==> config.mk <==
export PLATFORM = sky130hd
export DESIGN_NAME = pwr_mode_ctrl
export DESIGN_NICKNAME = d
export VERILOG_FILES = /design/src/rtl/pmc_pkg.sv /design/src/rtl/pmc_cfg.sv /design/src/rtl/pmc_fsm.sv /design/src/rtl/pmc_out.sv /design/src/rtl/pwr_mode_ctrl.sv
export SDC_FILE = /design/constraint.sdc
export NUM_CORES = 1
export LEC_CHECK = 0
export BUFFER_PORTS_ARGS = -buffer_cell sky130_fd_sc_hd__buf_4
export CAP_MARGIN = 10
export CORE_MARGIN = 2
export CORE_UTILIZATION = 35
export CTS_BUF_LIST = sky130_fd_sc_hd__clkbuf_8 sky130_fd_sc_hd__clkbuf_16
export DETAILED_ROUTE_END_ITERATION = 8
export GPL_TIMING_DRIVEN = 0
export HOLD_SLACK_MARGIN = 0.03
export PLACE_DENSITY_LB_ADDON = 0.3
export SYNTH_ARGS = -nofsm -noshare
export SYNTH_HDL_FRONTEND = slang
export SYNTH_HIERARCHICAL = 1
export SYNTH_SLANG_ARGS = --single-unit
==> constraint.sdc <==
create_clock -name clk -period 3.6 [get_ports clk]
set_clock_uncertainty 0.15 [all_clocks]
set_input_delay 1.08 -clock clk [delete_from_list [all_inputs] [get_ports clk]]
set_output_delay 1.08 -clock clk [all_outputs]
set_load 0.005 [all_outputs]
==> src/rtl/pmc_pkg.sv <==
package pmc_pkg;

    typedef enum logic [2:0] {
        M_FULL  = 3'd0,
        M_ACT   = 3'd1,
        M_SLEEP = 3'd2,
        M_DEEP  = 3'd3,
        M_HIBER = 3'd4,
        M_LOCK  = 3'd5
    } pmode_e;

    typedef struct packed {
        logic cclk;
        logic sclk;
        logic pll;
        logic byp;
        logic vreg;
        logic tri_io;
        logic dma;
    } pout_t;

endpackage

==> src/rtl/pmc_cfg.sv <==
module pmc_cfg #(
    parameter int MULT_W = 6
) (
    input  pmc_pkg::pmode_e    state,
    input  logic               cfg_wr,
    input  logic               cfg_bypass,
    input  logic               cfg_pll_en,
    input  logic [MULT_W-1:0]  cfg_mult,
    input  logic               byp_q,
    input  logic               pll_q,
    input  logic [MULT_W-1:0]  pend_q,
    output logic               byp_w,
    output logic               pll_w,
    output logic [MULT_W-1:0]  pend_w
);
    import pmc_pkg::*;

    logic running;

    always_comb begin
        running = (state == M_FULL) || (state == M_ACT);
        byp_w   = byp_q;
        pll_w   = pll_q;
        pend_w  = pend_q;
        if (cfg_wr && running) begin
            byp_w  = cfg_bypass;
            pend_w = cfg_mult;
            // the PLL may only be switched off while bypassed in Active
            if (cfg_pll_en || state == M_ACT) begin
                pll_w = cfg_pll_en;
            end
        end
    end

endmodule

==> src/rtl/pmc_fsm.sv <==
module pmc_fsm #(
    parameter int LOCK_W = 10,
    parameter int VR_W   = 2
) (
    input  pmc_pkg::pmode_e    state,
    input  logic               byp_w,
    input  logic               pll_w,
    input  logic               vr_wr,
    input  logic [VR_W-1:0]    vr_freq,
    input  logic               req_valid,
    input  logic [1:0]         req_mode,
    input  logic               wake,
    input  logic               rst_pin,
    input  logic [LOCK_W-1:0]  lock_cycles,
    input  logic [LOCK_W-1:0]  cnt_q,
    output pmc_pkg::pmode_e    state_n,
    output logic [LOCK_W-1:0]  cnt_n,
    output logic               byp_set,
    output logic               byp_clr,
    output logic               pll_set
);
    import pmc_pkg::*;

    always_comb begin
        state_n = state;
        cnt_n   = cnt_q;
        byp_set = 1'b0;
        byp_clr = 1'b0;
        pll_set = 1'b0;
        unique case (state)
            M_FULL, M_ACT: begin
                if (vr_wr && vr_freq == '0) begin
                    state_n = M_HIBER;
                end else if (req_valid) begin
                    unique case (req_mode)
                        2'd0: begin
                            if (pll_w) begin
                                byp_clr = 1'b1;
                                if (state == M_ACT) begin
                                    state_n = M_LOCK;
                                    cnt_n   = lock_cycles;
                                end
                            end
                        end
                        2'd1: begin
                            byp_set = 1'b1;
                            state_n = M_ACT;
                        end
                        2'd2: begin
                            if (pll_w) state_n = M_SLEEP;
                        end
                        default: state_n = M_DEEP;
                    endcase
                end
            end
            M_SLEEP: begin
                if (wake) state_n = byp_w ? M_ACT : M_FULL;
            end
            M_DEEP: begin
                if (rst_pin) begin
                    if (byp_w) begin
                        state_n = M_ACT;
                    end else begin
                        state_n = M_LOCK;
                        cnt_n   = lock_cycles;
                        pll_set = 1'b1;
                    end
                end
            end
            M_HIBER: begin
                if (rst_pin) begin
                    state_n = M_LOCK;
                    cnt_n   = lock_cycles;
                    byp_clr = 1'b1;
                    pll_set = 1'b1;
                end
            end
            default: begin
                if (cnt_q == '0) state_n = M_FULL;
                else             cnt_n   = cnt_q - 1'b1;
            end
        endcase
    end

endmodule

==> src/rtl/pmc_out.sv <==
module pmc_out (
    input  pmc_pkg::pmode_e state,
    input  logic            pll_q,
    input  logic            slpbyp_q,
    output pmc_pkg::pout_t  o
);
    import pmc_pkg::*;

    always_comb begin
        o = '0;
        unique case (state)
            M_FULL:  o = '{cclk:1'b1, sclk:1'b1, pll:1'b1,  byp:1'b0,     vreg:1'b1, tri_io:1'b0, dma:1'b1};
            M_ACT:   o = '{cclk:1'b1, sclk:1'b1, pll:pll_q, byp:1'b1,     vreg:1'b1, tri_io:1'b0, dma:1'b1};
            M_SLEEP: o = '{cclk:1'b0, sclk:1'b1, pll:1'b1,  byp:slpbyp_q, vreg:1'b1, tri_io:1'b0, dma:1'b0};
            M_DEEP:  o = '{cclk:1'b0, sclk:1'b0, pll:1'b0,  byp:1'b0,     vreg:1'b1, tri_io:1'b0, dma:1'b0};
            M_HIBER: o = '{cclk:1'b0, sclk:1'b0, pll:1'b0,  byp:1'b0,     vreg:1'b0, tri_io:1'b1, dma:1'b0};
            default: o = '{cclk:1'b0, sclk:1'b1, pll:1'b1,  byp:1'b1,     vreg:1'b1, tri_io:1'b0, dma:1'b0};
        endcase
    end

endmodule

==> src/rtl/pwr_mode_ctrl.sv <==
module pwr_mode_ctrl #(
    parameter int MULT_W   = 6,
    parameter int LOCK_W   = 10,
    parameter int VR_W     = 2,
    parameter int MULT_RST = 10
) (
    input  logic              clk,
    input  logic              por_n,
    input  logic              rst_pin,
    input  logic              wake,
    input  logic              cfg_wr,
    input  logic              cfg_bypass,
    input  logic              cfg_pll_en,
    input  logic [MULT_W-1:0] cfg_mult,
    input  logic              vr_wr,
    input  logic [VR_W-1:0]   vr_freq,
    input  logic              req_valid,
    input  logic [1:0]        req_mode,
    input  logic [LOCK_W-1:0] lock_cycles,
    output logic              cclk_en,
    output logic              sclk_en,
    output logic              pll_en,
    output logic              pll_bypass,
    output logic              vreg_en,
    output logic              io_tristate,
    output logic              dma_l1_ok,
    output logic [2:0]        mode,
    output logic              busy,
    output logic [MULT_W-1:0] mult_eff
);
    import pmc_pkg::*;

    localparam logic [MULT_W-1:0] MULT_INIT = MULT_W'(MULT_RST);

    typedef struct packed {
        pmode_e              state;
        logic [LOCK_W-1:0]   cnt;
        logic                byp;
        logic                pll;
        logic                slpbyp;
        logic [MULT_W-1:0]   pend;
        logic [MULT_W-1:0]   mult;
    } regs_t;

    regs_t r_q, r_d;

    logic              byp_w, pll_w;
    logic [MULT_W-1:0] pend_w;
    pmode_e            state_n;
    logic [LOCK_W-1:0] cnt_n;
    logic              byp_set, byp_clr, pll_set;
    pout_t             o;

    pmc_cfg #(.MULT_W(MULT_W)) i_cfg (
        .state(r_q.state), .cfg_wr(cfg_wr), .cfg_bypass(cfg_bypass),
        .cfg_pll_en(cfg_pll_en), .cfg_mult(cfg_mult),
        .byp_q(r_q.byp), .pll_q(r_q.pll), .pend_q(r_q.pend),
        .byp_w(byp_w), .pll_w(pll_w), .pend_w(pend_w)
    );

    pmc_fsm #(.LOCK_W(LOCK_W), .VR_W(VR_W)) i_fsm (
        .state(r_q.state), .byp_w(byp_w), .pll_w(pll_w),
        .vr_wr(vr_wr), .vr_freq(vr_freq), .req_valid(req_valid),
        .req_mode(req_mode), .wake(wake), .rst_pin(rst_pin),
        .lock_cycles(lock_cycles), .cnt_q(r_q.cnt),
        .state_n(state_n), .cnt_n(cnt_n),
        .byp_set(byp_set), .byp_clr(byp_clr), .pll_set(pll_set)
    );

    pmc_out i_out (
        .state(r_q.state), .pll_q(r_q.pll), .slpbyp_q(r_q.slpbyp), .o(o)
    );

    always_comb begin
        r_d       = r_q;
        r_d.state = state_n;
        r_d.cnt   = cnt_n;
        r_d.pend  = pend_w;
        r_d.byp   = byp_clr ? 1'b0 : (byp_set ? 1'b1 : byp_w);
        r_d.pll   = pll_set | pll_w;
        if (state_n == M_SLEEP && r_q.state != M_SLEEP) begin
            r_d.slpbyp = (r_q.state == M_ACT);
        end
        if (state_n == M_FULL && r_q.state != M_FULL) begin
            r_d.mult = pend_w;
        end
    end

    always_ff @(posedge clk or negedge por_n) begin
        if (!por_n) begin
            r_q <= '{state:M_FULL, cnt:'0, byp:1'b0, pll:1'b1, slpbyp:1'b0,
                     pend:MULT_INIT, mult:MULT_INIT};
        end else begin
            r_q <= r_d;
        end
    end

    assign cclk_en     = o.cclk;
    assign sclk_en     = o.sclk;
    assign pll_en      = o.pll;
    assign pll_bypass  = o.byp;
    assign vreg_en     = o.vreg;
    assign io_tristate = o.tri_io;
    assign dma_l1_ok   = o.dma;
    assign mode        = r_q.state;
    assign busy        = (r_q.state == M_LOCK);
    assign mult_eff    = r_q.mult;

endmodule

== Yosys cells after proc, flatten, opt, wreduce, memory -nomap -nowiden ==
Index checks and enable logic that the tools add are counted.
Storage, ports and cells
  register bits after elaboration: 28
  input bits: 29
  output and inout bits: 17
  word-level logic and storage cells: 85
Operators by class
  add/sub/neg operators: 1
  equal/unequal tests: 18
  mux-type cells: 43
  bitwise operators: 2
  reduce and logical (&&, ||, !) cells: 14
Operators by type and width (number)
  10-bit two-way mux: 9
  10-bit case mux with 4 select lines: 1
  7-bit case mux with 5 select lines: 1
  3-bit two-way mux: 10
  1-bit two-way mux: 17
  2-bit != test (second input constant): 8
  3-bit case mux with 4 select lines: 1
  10-bit zero test: 1
  10-bit AND reduction: 1
  10-bit by 1-bit subtractor with 10-bit output (second input constant): 1
  3-bit by 2-bit equality test with 1-bit output (second input constant): 3
  3-bit case mux with 3 select lines: 1
  3-bit equality test (second input constant): 2
  3-bit zero test: 2
  6-bit two-way mux: 1
  1-bit logical AND: 4
  2-bit zero test: 2
  4-bit != test (second input constant): 1
  1-bit case mux with 2 select lines: 2
  3-bit by 1-bit equality test with 1-bit output (second input constant): 1
  3-bit by 2-bit != test with 1-bit output (second input constant): 1
  3-bit nonzero test: 1
  2-bit by 1-bit equality test with 1-bit output (second input constant): 1
  2-bit equality test (second input constant): 1
  other kinds (4): 5

== Longest topological paths before layout ==
Gate-level depths: netlist (run 1).
  depth in word-level cells: 11
  gate-level depth with buffers: 10
  mapped depth without buffers: 9

== Cells and area by module ==
Netlist (run 1), hierarchy kept.
By module, submodules not included
  pwr_mode_ctrl: times used 1, cells an instance 54, area each 930.9 um^2
  pmc_fsm: times used 1, cells an instance 120, area each 774.5 um^2
  pmc_cfg: times used 1, cells an instance 10, area each 118.9 um^2
  pmc_out: times used 1, cells an instance 12, area each 76.3 um^2

== Worst setup path after synthesis (run 1) ==
No wires, ideal clock.
  path kind: input -> register
  start point: in cfg_wr
  end point: reg r_q (netlist bit mult_eff[0])
  setup time: 0.125 ns
  data arrival time: 3.108 ns
  setup slack: 0.217 ns
  stages on the path: 7
  cell sequence: nor3b_4 mux2_2 a21oi_1 o21ai_0 a311o_1 nor4_4 mux2_2
RTL lines
  start, declared: line pwr_mode_ctrl.sv:11  | input logic cfg_wr,
  end signal, assigned: line pwr_mode_ctrl.sv:91  | r_q <= '{state:M_FULL, cnt:'0, byp:1'b0, pll:1'b1, slpbyp:1'b0,
  end signal, assigned: line pwr_mode_ctrl.sv:94  | r_q <= r_d;
  end, declared: line pwr_mode_ctrl.sv:45  | regs_t r_q, r_d;

==> results.cfg, run 1 <==
[synthesis]
synth_warnings = 6
synthXorXnorAreaFrac = 0.00922
synth_top_family_by_area = simple AND/OR/NAND/NOR gates
synth_compound_area_frac = 0.206
syn_area_per_cell_sq_um = 9.70
synth_edf_count = 0
syn_area_sq_um = 1900
synth_ff_type = dfrtp_1
ys_types = 52
syn_nets = 226
synthCells = 196
synth_mux_area_frac = 0.101
async_flop_share = 1.00
synthSimpleGateAreaFrac = 0.224
ys_seq_area_frac = 0.372
ys_ff_latch = 28
synthAdderAreaFrac = 0.00658

[power_and_ir_drop]
switching_power_mw = 0.682
power.share.switching = 0.374
total_leakage_power_nw = 1.01
seq_power_share = 0.345
p_int_mw = 1.14
comb_power_share = 0.514
total_power_mw = 1.82
ir_worst_vdd_uv = 232
power.share.clock = 0.141
power_density_nw_per_um2 = 758

[worst_setup_path]
worst-path-buf-inv = 1
crit_path_start_kind = primary input
crit_type = primary input to register
reg2regPathDepth = 7
crit_top_cell = mux2_2
r2r_slack_ns = 0.38
crit_end = mult_eff[5]$_DFFE_PN0P_
r2r_end = mult_eff[5]$_DFFE_PN0P_
path_cells = buf_4 > nor3b_4 > mux2_2 > a21oi_1 > o21ai_0 > a311o_1 > nor4_4 > mux2_2
cp.arrival_ns = 3.42
cp_max_fo = 8
startpoint = cfg_wr
cp_num_cells = 8
cpMaxStageDelayCell = nor4_4
max_stage_delay_ns = 0.45
cp_top_family = simple AND/OR/NAND/NOR gates
crit_required_ns = 3.62
crit_path_end_kind = register
rr_startpoint = mode[1]$_DFF_PN0_

[sta]
drv_slew = 0
hold_viol = 0
max_slew.worst_pin.slew_ns = 0.637
whs_ns = 0.356
rsz0062_at_grt = false
timing.slew.headroom = 0.571
fin_crit_sh = 0.943
setup_viol = 0
max_freq_mhz = 294
fin_crit_ns = 3.40
fin_ws_ns = 0.204

[layout]
drive_gt1_frac = 0.366
nNetsFinal = 277
fin_cells = 316
syn2layout_area_growth_pct = 26.4
diodes = 0

[clock_network]
clk_pin_slew_ns = 0.10
htreeDepth = 1
cts_tree = built
clk_latency_ns = 0.28
cts_inserted_buffers = 3
cts_sinks = 28
cts_buffer_depth = 2
clock-root-buffer = clkbuf_8
cts_resized = 0

[die]
coreArea_sq_um = 5170
die-height_um = 77.7
die-area_sq_um = 6040
rows = 26
fp.dieW_um = 77.7
pin_count = 46
start_util = 0.367

[drt]
wl_mm = 4.41
drc_errors = 0
first_pass_iters = 4
vias_per_cell = 5.25
drtAntennaViolNets = 0
vias = 1660
drt_iter0_markers = 79
wl_per_cell_um = 14.0

[global_route]
grt_pass1_vias = 1590
grt_max_degree = 29
track_usage = 0.149
overflow = 0
antenna_found_initial = 0
grt_pass1_wl_mm = 7.30

[hold_path]
hp-class = register to register

[outcome]
status = finished clean

[run]
maxCapViolCount = 0

[placement]
numPortBuffers = 45
place_congestion = 0.857
post-place-cells = 312
hpwl_mm = 3.19
pre_cts_slack_ns = -0.191
==> cells by family after synthesis <==
group / after synthesis
simple gates: 65
buf+inv: 27
flops: 28
compound gates: 56
fa+ha+maj: 1
xor+xnor: 2
mux: 17
==> synthesized netlist by cell type (all sizes together), types with 2 or more instances <==
master | instances | area share
o21ai | 14 | 0.037
inv | 9 | 0.018
xnor2 | 2 | 0.0092
a21o | 2 | 0.0079
nand2b | 6 | 0.020
or3 | 2 | 0.0066
o211ai | 2 | 0.0079
buf | 12 | 0.051
nand4bb | 2 | 0.012
or2 | 5 | 0.016
o31a | 3 | 0.014
o221ai | 5 | 0.023
nor3b | 7 | 0.040
a21oi | 7 | 0.018
nand3b | 2 | 0.0079
o31ai | 3 | 0.012
nor2b | 5 | 0.016
mux2 | 14 | 0.085
a31oi | 2 | 0.0066
o21a | 6 | 0.024
mux2i | 3 | 0.016
nor3 | 4 | 0.011
dfstp | 5 | 0.069
nand2 | 8 | 0.016
nor4 | 4 | 0.021
clkbuf | 6 | 0.012
nand3 | 2 | 0.0053
nor2 | 11 | 0.022
or4 | 3 | 0.014
dfrtp | 23 | 0.30
a32oi | 2 | 0.0092
==> worst min-delay path by stage <==
stage	endpoint	slack [ns]	start	cells past startpoint
floorplan	r_q[10]$_DFF_PN0_	0.32	r_q[10]$_DFF_PN0_	1
global placement	r_q[8]$_DFF_PN0_	0.33	r_q[8]$_DFF_PN0_	1
detailed placement	r_q[11]$_DFF_PN0_	0.33	r_q[11]$_DFF_PN0_	1
CTS	r_q[11]$_DFF_PN0_	0.36	r_q[11]$_DFF_PN0_	1
global route	r_q[8]$_DFF_PN0_	0.37	r_q[8]$_DFF_PN0_	1
finish	r_q[11]$_DFF_PN0_	0.36	r_q[11]$_DFF_PN0_	1
==> through the flow <==
| step | utilization | TNS [ns] | area (sq um) |
|---|---|---|---|
| final | 0.464 | 0 | 2400 |
| after global routing | 0.464 | 0 | 2400 |
| after CTS | 0.464 | 0 | 2400 |
| after detailed placement | 0.451 | -1.01 | 2330 |
| after global placement | 0.450 | -2.76 | 2330 |
| after floorplan | - | 0 | 1900 |
==> power by group through the flow <==
| stage | clock network, mW | registers [mW] | logic (mW) |
|---|---|---|---|
| 6_report | 0.257 | 0.628 | 0.935 |
| 5_1_grt | 0.272 | 0.656 | 1.04 |
| 4_1_cts | 0.261 | 0.630 | 0.939 |
| 3_5_place_dp | 0 | 0.637 | 0.933 |
| 3_3_place_gp | 0 | 0.630 | 0.923 |
| 2_1_floorplan | 0 | 0.589 | 0.677 |
==> layer usage <==
layer  track usage  part of all wire  up-vias
li1              -                 -      823
met1         0.198              0.49      797
met2         0.247              0.46       36
met3        0.0186             0.040        4
met4        0.0554             0.015        0
met5             0                 0        -
==> cells in the final DEF, fill, tap and decap left out, drive strengths merged, types with 2 or more instances in the layout <==
master / count
o31a: 3
dfrtp: 23
nand3: 2
nand2b: 6
o21a: 6
nor3b: 7
nor2: 11
or4: 3
mux2i: 3
nor2b: 5
o31ai: 3
o211ai: 2
o221ai: 5
or2: 5
or3: 2
nor3: 4
clkbuf: 9
nand4bb: 2
inv: 9
a32oi: 2
mux2: 14
o21ai: 14
nand3b: 2
dfstp: 5
nor4: 4
a21o: 2
xnor2: 2
a31oi: 2
nand2: 8
a21oi: 7
buf: 58
==> sequential cells by signal (all words and copies together), names as in the netlist <==
| signal | count |
|---|---|
| r_q | 19 |
| mode | 3 |
| mult_eff | 6 |
==> final cells by class <==
class | instances | area [sq um]
Sequential cell | 28 | 707
Buffer | 18 | 120
Tap cell | 70 | 87.6
Multi-Input combinational cell | 141 | 1040
Timing Repair Buffer | 46 | 343
Clock inverter | 1 | 30.0
Inverter | 9 | 33.8
Fill cell | 499 | 2770
Clock buffer | 3 | 41.3
==> what timing repair did <==
item / in CTS / in global routing
endpoints found under the hold margin: 0 / 0
endpoints found under the setup margin: 0 / 4
hold buffers: 0 / 0
buffers inserted: 0 / 0
Note: power is estimated with default switching activity, not from simulation.
==> run 2, diff against run 1 <==
==> constraint.sdc (replaced) <==
create_clock -name clk -period 4.29 [get_ports clk]
set_clock_uncertainty 0.15 [all_clocks]
set_input_delay 1.287 -clock clk [delete_from_list [all_inputs] [get_ports clk]]
set_output_delay 1.287 -clock clk [all_outputs]
set_load 0.005 [all_outputs]
==> results.cfg, run 2 (synthesis gave the netlist of run 1 again) <==
[outcome]
status = finished clean

[layout]
drive_gt1_frac = 0.366
final_util = 0.464
final_cell_area_sq_um = 2400
mostFrequentLayoutCell = buf_4
syn2layout_area_growth_pct = 26.4
area.sequential_sq_um = 707
multi_input_area_sq_um = 1040
top_register = r_q
final_cell_mix = 55 x buf_4, 23 x dfrtp_1, 14 x o21ai_0
diodes = 0
nNetsFinal = 277
fill_cells = 499
largest_reg_flops = 19

[sta]
hold_viol = 0
fin_ws_ns = 0.616
drv_slew = 0
fin_crit_ns = 3.67
timing.slew.headroom = 0.579
max_freq_mhz = 272
fin_tns_setup_ns = 0
max_slew.worst_pin.slew_ns = 0.625
setup_viol = 0
whs_ns = 0.356
fin_crit_sh = 0.856
rsz0062_at_grt = false

[placement]
numPortBuffers = 45
hpwl_mm = 3.19
place_congestion = 0.857
placed_cell_area_sq_um = 2330
pre_cts_slack_ns = 0.292

[drt]
drtAntennaViolNets = 0
first_pass_iters = 4
wl_per_cell_um = 14.0
vias = 1678
vias_per_cell = 5.31
wl_mm = 4.42
drt_iter0_markers = 94
drc_errors = 0

[clock_network]
clk_pin_slew_ns = 0.10
clock-root-buffer = clkbuf_8
cts_inserted_buffers = 3
post-cts-setup-buffer-count = 0
cts_sinks = 28
cts_tree = built
cts_buffer_depth = 2
clk_latency_ns = 0.28
hold_buffers = 0
htreeDepth = 1
cts_resized = 0

[die]
rows = 26
start_util = 0.367
die-height_um = 77.7
die-area_sq_um = 6040
fp.dieW_um = 77.7
coreArea_sq_um = 5170
pin_count = 46

[hold_path]
whs_endpoint = r_q[11]$_DFF_PN0_
hold_depth = 1
hold_path.startpoint = r_q[11]$_DFF_PN0_
hp-class = register to register

[worst_setup_path]
crit_required_ns = 4.31
cp_top_family = simple AND/OR/NAND/NOR gates
cp.arrival_ns = 3.69
cpMaxStageDelayCell = nor4_4
reg2regPathDepth = 7
rr_startpoint = mode[1]$_DFF_PN0_
r2r_slack_ns = 1.00
startpoint = cfg_wr
worst-path-buf-inv = 1
crit_type = primary input to register
cp_max_fo = 8
path_cells = buf_4 > nor3b_4 > mux2_2 > a21oi_1 > o21ai_0 > a311o_1 > nor4_4 > mux2_2
crit_top_cell = mux2_2
r2r_end = mult_eff[5]$_DFFE_PN0P_
crit_path_end_kind = register
crit_path_start_kind = primary input
max_stage_delay_ns = 0.52

[global_route]
track_usage = 0.149
grtUsageMet1 = 0.198
grt_pass1_wl_mm = 7.30
top_usage_layer = met2
use_met2 = 0.247
grt_max_degree = 29
met3_usage = 0.0186
overflow = 0
grt_pass1_vias = 1590
antenna_found_initial = 0

[power_and_ir_drop]
total_leakage_power_nw = 1.01
ir_worst_vdd_uv = 194
power_density_nw_per_um2 = 635

[run]
maxCapViolCount = 0
-- run 2: cell counts in the layout (fill, tap and decap cells not counted) --
Identical to the previous run, type by type.
-- run 2: layout make-up --
| class | count | area share |
|---|---|---|
| buffer | 18 | 0.0500 |
| sequential | 28 | 0.294 |
| timing repair buffer | 46 | 0.143 |
| multi-input combinational | 141 | 0.433 |
| inverter | 9 | 0.0141 |
| clock inverter | 1 | 0.0125 |
| tap | 70 | 0.0365 |
| clock buffer | 3 | 0.0172 |
-- run 2: stage by stage --
stage / std cells / total power, mW
after global placement: 311 / 1.30
after CTS: 316 / 1.53
after floorplan: 196 / 1.06
final: 316 / 1.53
after detailed placement: 312 / 1.32
after global routing: 316 / 1.65
-- run 2: power breakdown --
group	internal, mW	switching, mW
clock network	0.125	0.0900
logic	0.430	0.354
registers	0.400	0.126
total	0.955	0.570
-- run 2: how the worst max path moves through the flow --
stage,endpoint,slack [ns],cells after the start
global route,mult_eff[5]$_DFFE_PN0P_,0.46,8
detailed placement,mult_eff[5]$_DFFE_PN0P_,0.29,8
global placement,r_q[16]$_DFF_PN0_,0.21,7
finish,mult_eff[5]$_DFFE_PN0P_,0.62,8
CTS,mult_eff[5]$_DFFE_PN0P_,0.59,8
floorplan,mult_eff[0]$_DFFE_PN0P_,0.70,7
-- run 2: layer usage --
layer | share of wire | routed length, um
met4 | 0.015 | 65
met3 | 0.045 | 199
met2 | 0.46 | 2010
met1 | 0.48 | 2140
met5 | 0 | 0
==> run 3, diff against run 2 <==
--- a/config.mk
+++ b/config.mk
@@ -7,6 +7,8 @@
 export LEC_CHECK = 0
 export BUFFER_PORTS_ARGS = -buffer_cell sky130_fd_sc_hd__buf_4
 export CAP_MARGIN = 10
+export CELL_PAD_IN_SITES_DETAIL_PLACEMENT = 1
+export CELL_PAD_IN_SITES_GLOBAL_PLACEMENT = 2
 export CORE_MARGIN = 2
 export CORE_UTILIZATION = 35
 export CTS_BUF_LIST = sky130_fd_sc_hd__clkbuf_8 sky130_fd_sc_hd__clkbuf_16
==> results.cfg, run 3 (synthesis gave the netlist of run 1 again) <==
[layout]
drive_gt1_frac = 0.367
nNetsFinal = 276
fill_cells = 600
largest_reg_flops = 19
final_cell_area_sq_um = 2400
final_cell_mix = 55 x buf_4, 23 x dfrtp_1, 14 x o21ai_0
mostFrequentLayoutCell = buf_4
top_register = r_q
multi_input_area_sq_um = 1050
area.sequential_sq_um = 707
diodes = 0
syn2layout_area_growth_pct = 26.5

[drt]
wl_met1_mm = 2.15
wl_met2_mm = 2.41
drc_errors = 0
dr_wl_met3_um = 190
drt_iter0_markers = 48
wl_mm = 4.77
highest_layer = met4
wl_per_cell_um = 15.1
vias = 1659
vias_per_cell = 5.27
first_pass_iters = 4
drtAntennaViolNets = 0

[sta]
rsz0062_at_grt = false
max_slew.worst_pin.slew_ns = 0.989
drv_slew = 0
fin_crit_sh = 0.854
max_freq_mhz = 273
fin_tns_setup_ns = 0
timing.slew.headroom = 0.335
setup_viol = 0
fin_crit_ns = 3.66
hold_viol = 0

[hold_path]
hold_path.startpoint = r_q[11]$_DFF_PN0_
whs_endpoint = r_q[11]$_DFF_PN0_
hold_depth = 1
hp-class = register to register

[placement]
numPortBuffers = 45
placed_cell_area_sq_um = 2330
hpwl_mm = 3.56
place_congestion = 0.753

[global_route]
overflow = 0
grt_max_degree = 29
antenna_found_initial = 0
grt_pass1_vias = 1703
grt_pass1_wl_mm = 8.20
track_usage = 0.167

[worst_setup_path]
crit_required_ns = 4.31
cp.arrival_ns = 3.68
crit_path_start_kind = primary input
crit_type = primary input to register
crit_path_end_kind = register
r2r_slack_ns = 1.00
reg2regPathDepth = 7
cp_max_fo = 8
rr_startpoint = mode[1]$_DFF_PN0_
r2r_end = mult_eff[4]$_DFFE_PN0P_

[clock_network]
cts_buffer_depth = 2
clock-root-buffer = clkbuf_8
clk_latency_ns = 0.27
post-cts-setup-buffer-count = 0
hold_buffers = 0
clk_pin_slew_ns = 0.10
cts_inserted_buffers = 3
cts_tree = built
cts_sinks = 28
cts_resized = 0
htreeDepth = 1

[die]
pin_count = 46
die-height_um = 77.7
die-area_sq_um = 6040
fp.dieW_um = 77.7
rows = 26
start_util = 0.367
coreArea_sq_um = 5170

[run]
maxCapViolCount = 0

[power_and_ir_drop]
power_density_nw_per_um2 = 638
ir_worst_vdd_uv = 266
total_leakage_power_nw = 1.00

[outcome]
status = finished clean
==> run 3: final cells by class <==
class / count / share of cell area
inverters: 9 / 0.0141
plain buffers: 18 / 0.0500
multi-input cells: 141 / 0.435
clock inverters: 1 / 0.0125
flip-flops and latches: 28 / 0.294
well taps: 70 / 0.0364
clock buffers: 3 / 0.0172
repair buffers: 45 / 0.141
==> run 3: critical path, stage by stage <==
cell and delay [ns]:
buf_4 0.08, nor3b_4 0.40, mux2_2 0.43, a21oi_1 0.14, o21ai_0 0.09, a311o_1 0.34, nor4_4 0.51, mux2_2 0.39
==> run 3: routing by layer <==
metal | vias to the layer above | GRT usage
li1 | 826 | -
met1 | 798 | 0.212
met2 | 33 | 0.298
met3 | 2 | 0.0233
met4 | 0 | 0.0375
met5 | - | 0
==> run 3: worst max-delay path by stage <==
stage	cells after the start	startpoint	to
after floorplan	7	cfg_wr	mult_eff[0]$_DFFE_PN0P_
after global placement	7	cfg_wr	r_q[16]$_DFF_PN0_
after detailed placement	8	cfg_wr	mult_eff[4]$_DFFE_PN0P_
after CTS	8	cfg_wr	mult_eff[4]$_DFFE_PN0P_
after global routing	8	cfg_wr	mult_eff[4]$_DFFE_PN0P_
final	8	cfg_wr	mult_eff[4]$_DFFE_PN0P_
==> run 3: power by group <==
group / internal [mW] / total (mW) / switching, mW
clock network: 0.125 / 0.208 / 0.0832
registers: 0.401 / 0.527 / 0.127
logic: 0.431 / 0.799 / 0.368
total: 0.956 / 1.53 / 0.578
==> run 3: metrics by stage <==
step / hold WS, ns / utilization / power, mW / std cells / worst slack (ns)
6_report: 0.354 / 0.465 / 1.53 / 315 / 0.625
5_1_grt: 0.373 / 0.465 / 1.68 / 315 / 0.451
4_1_cts: 0.358 / 0.465 / 1.56 / 315 / 0.584
3_5_place_dp: 0.333 / 0.451 / 1.34 / 311 / 0.275
3_3_place_gp: 0.325 / 0.450 / 1.32 / 311 / 0.0122
2_1_floorplan: 0.318 / - / 1.06 / 196 / 0.700
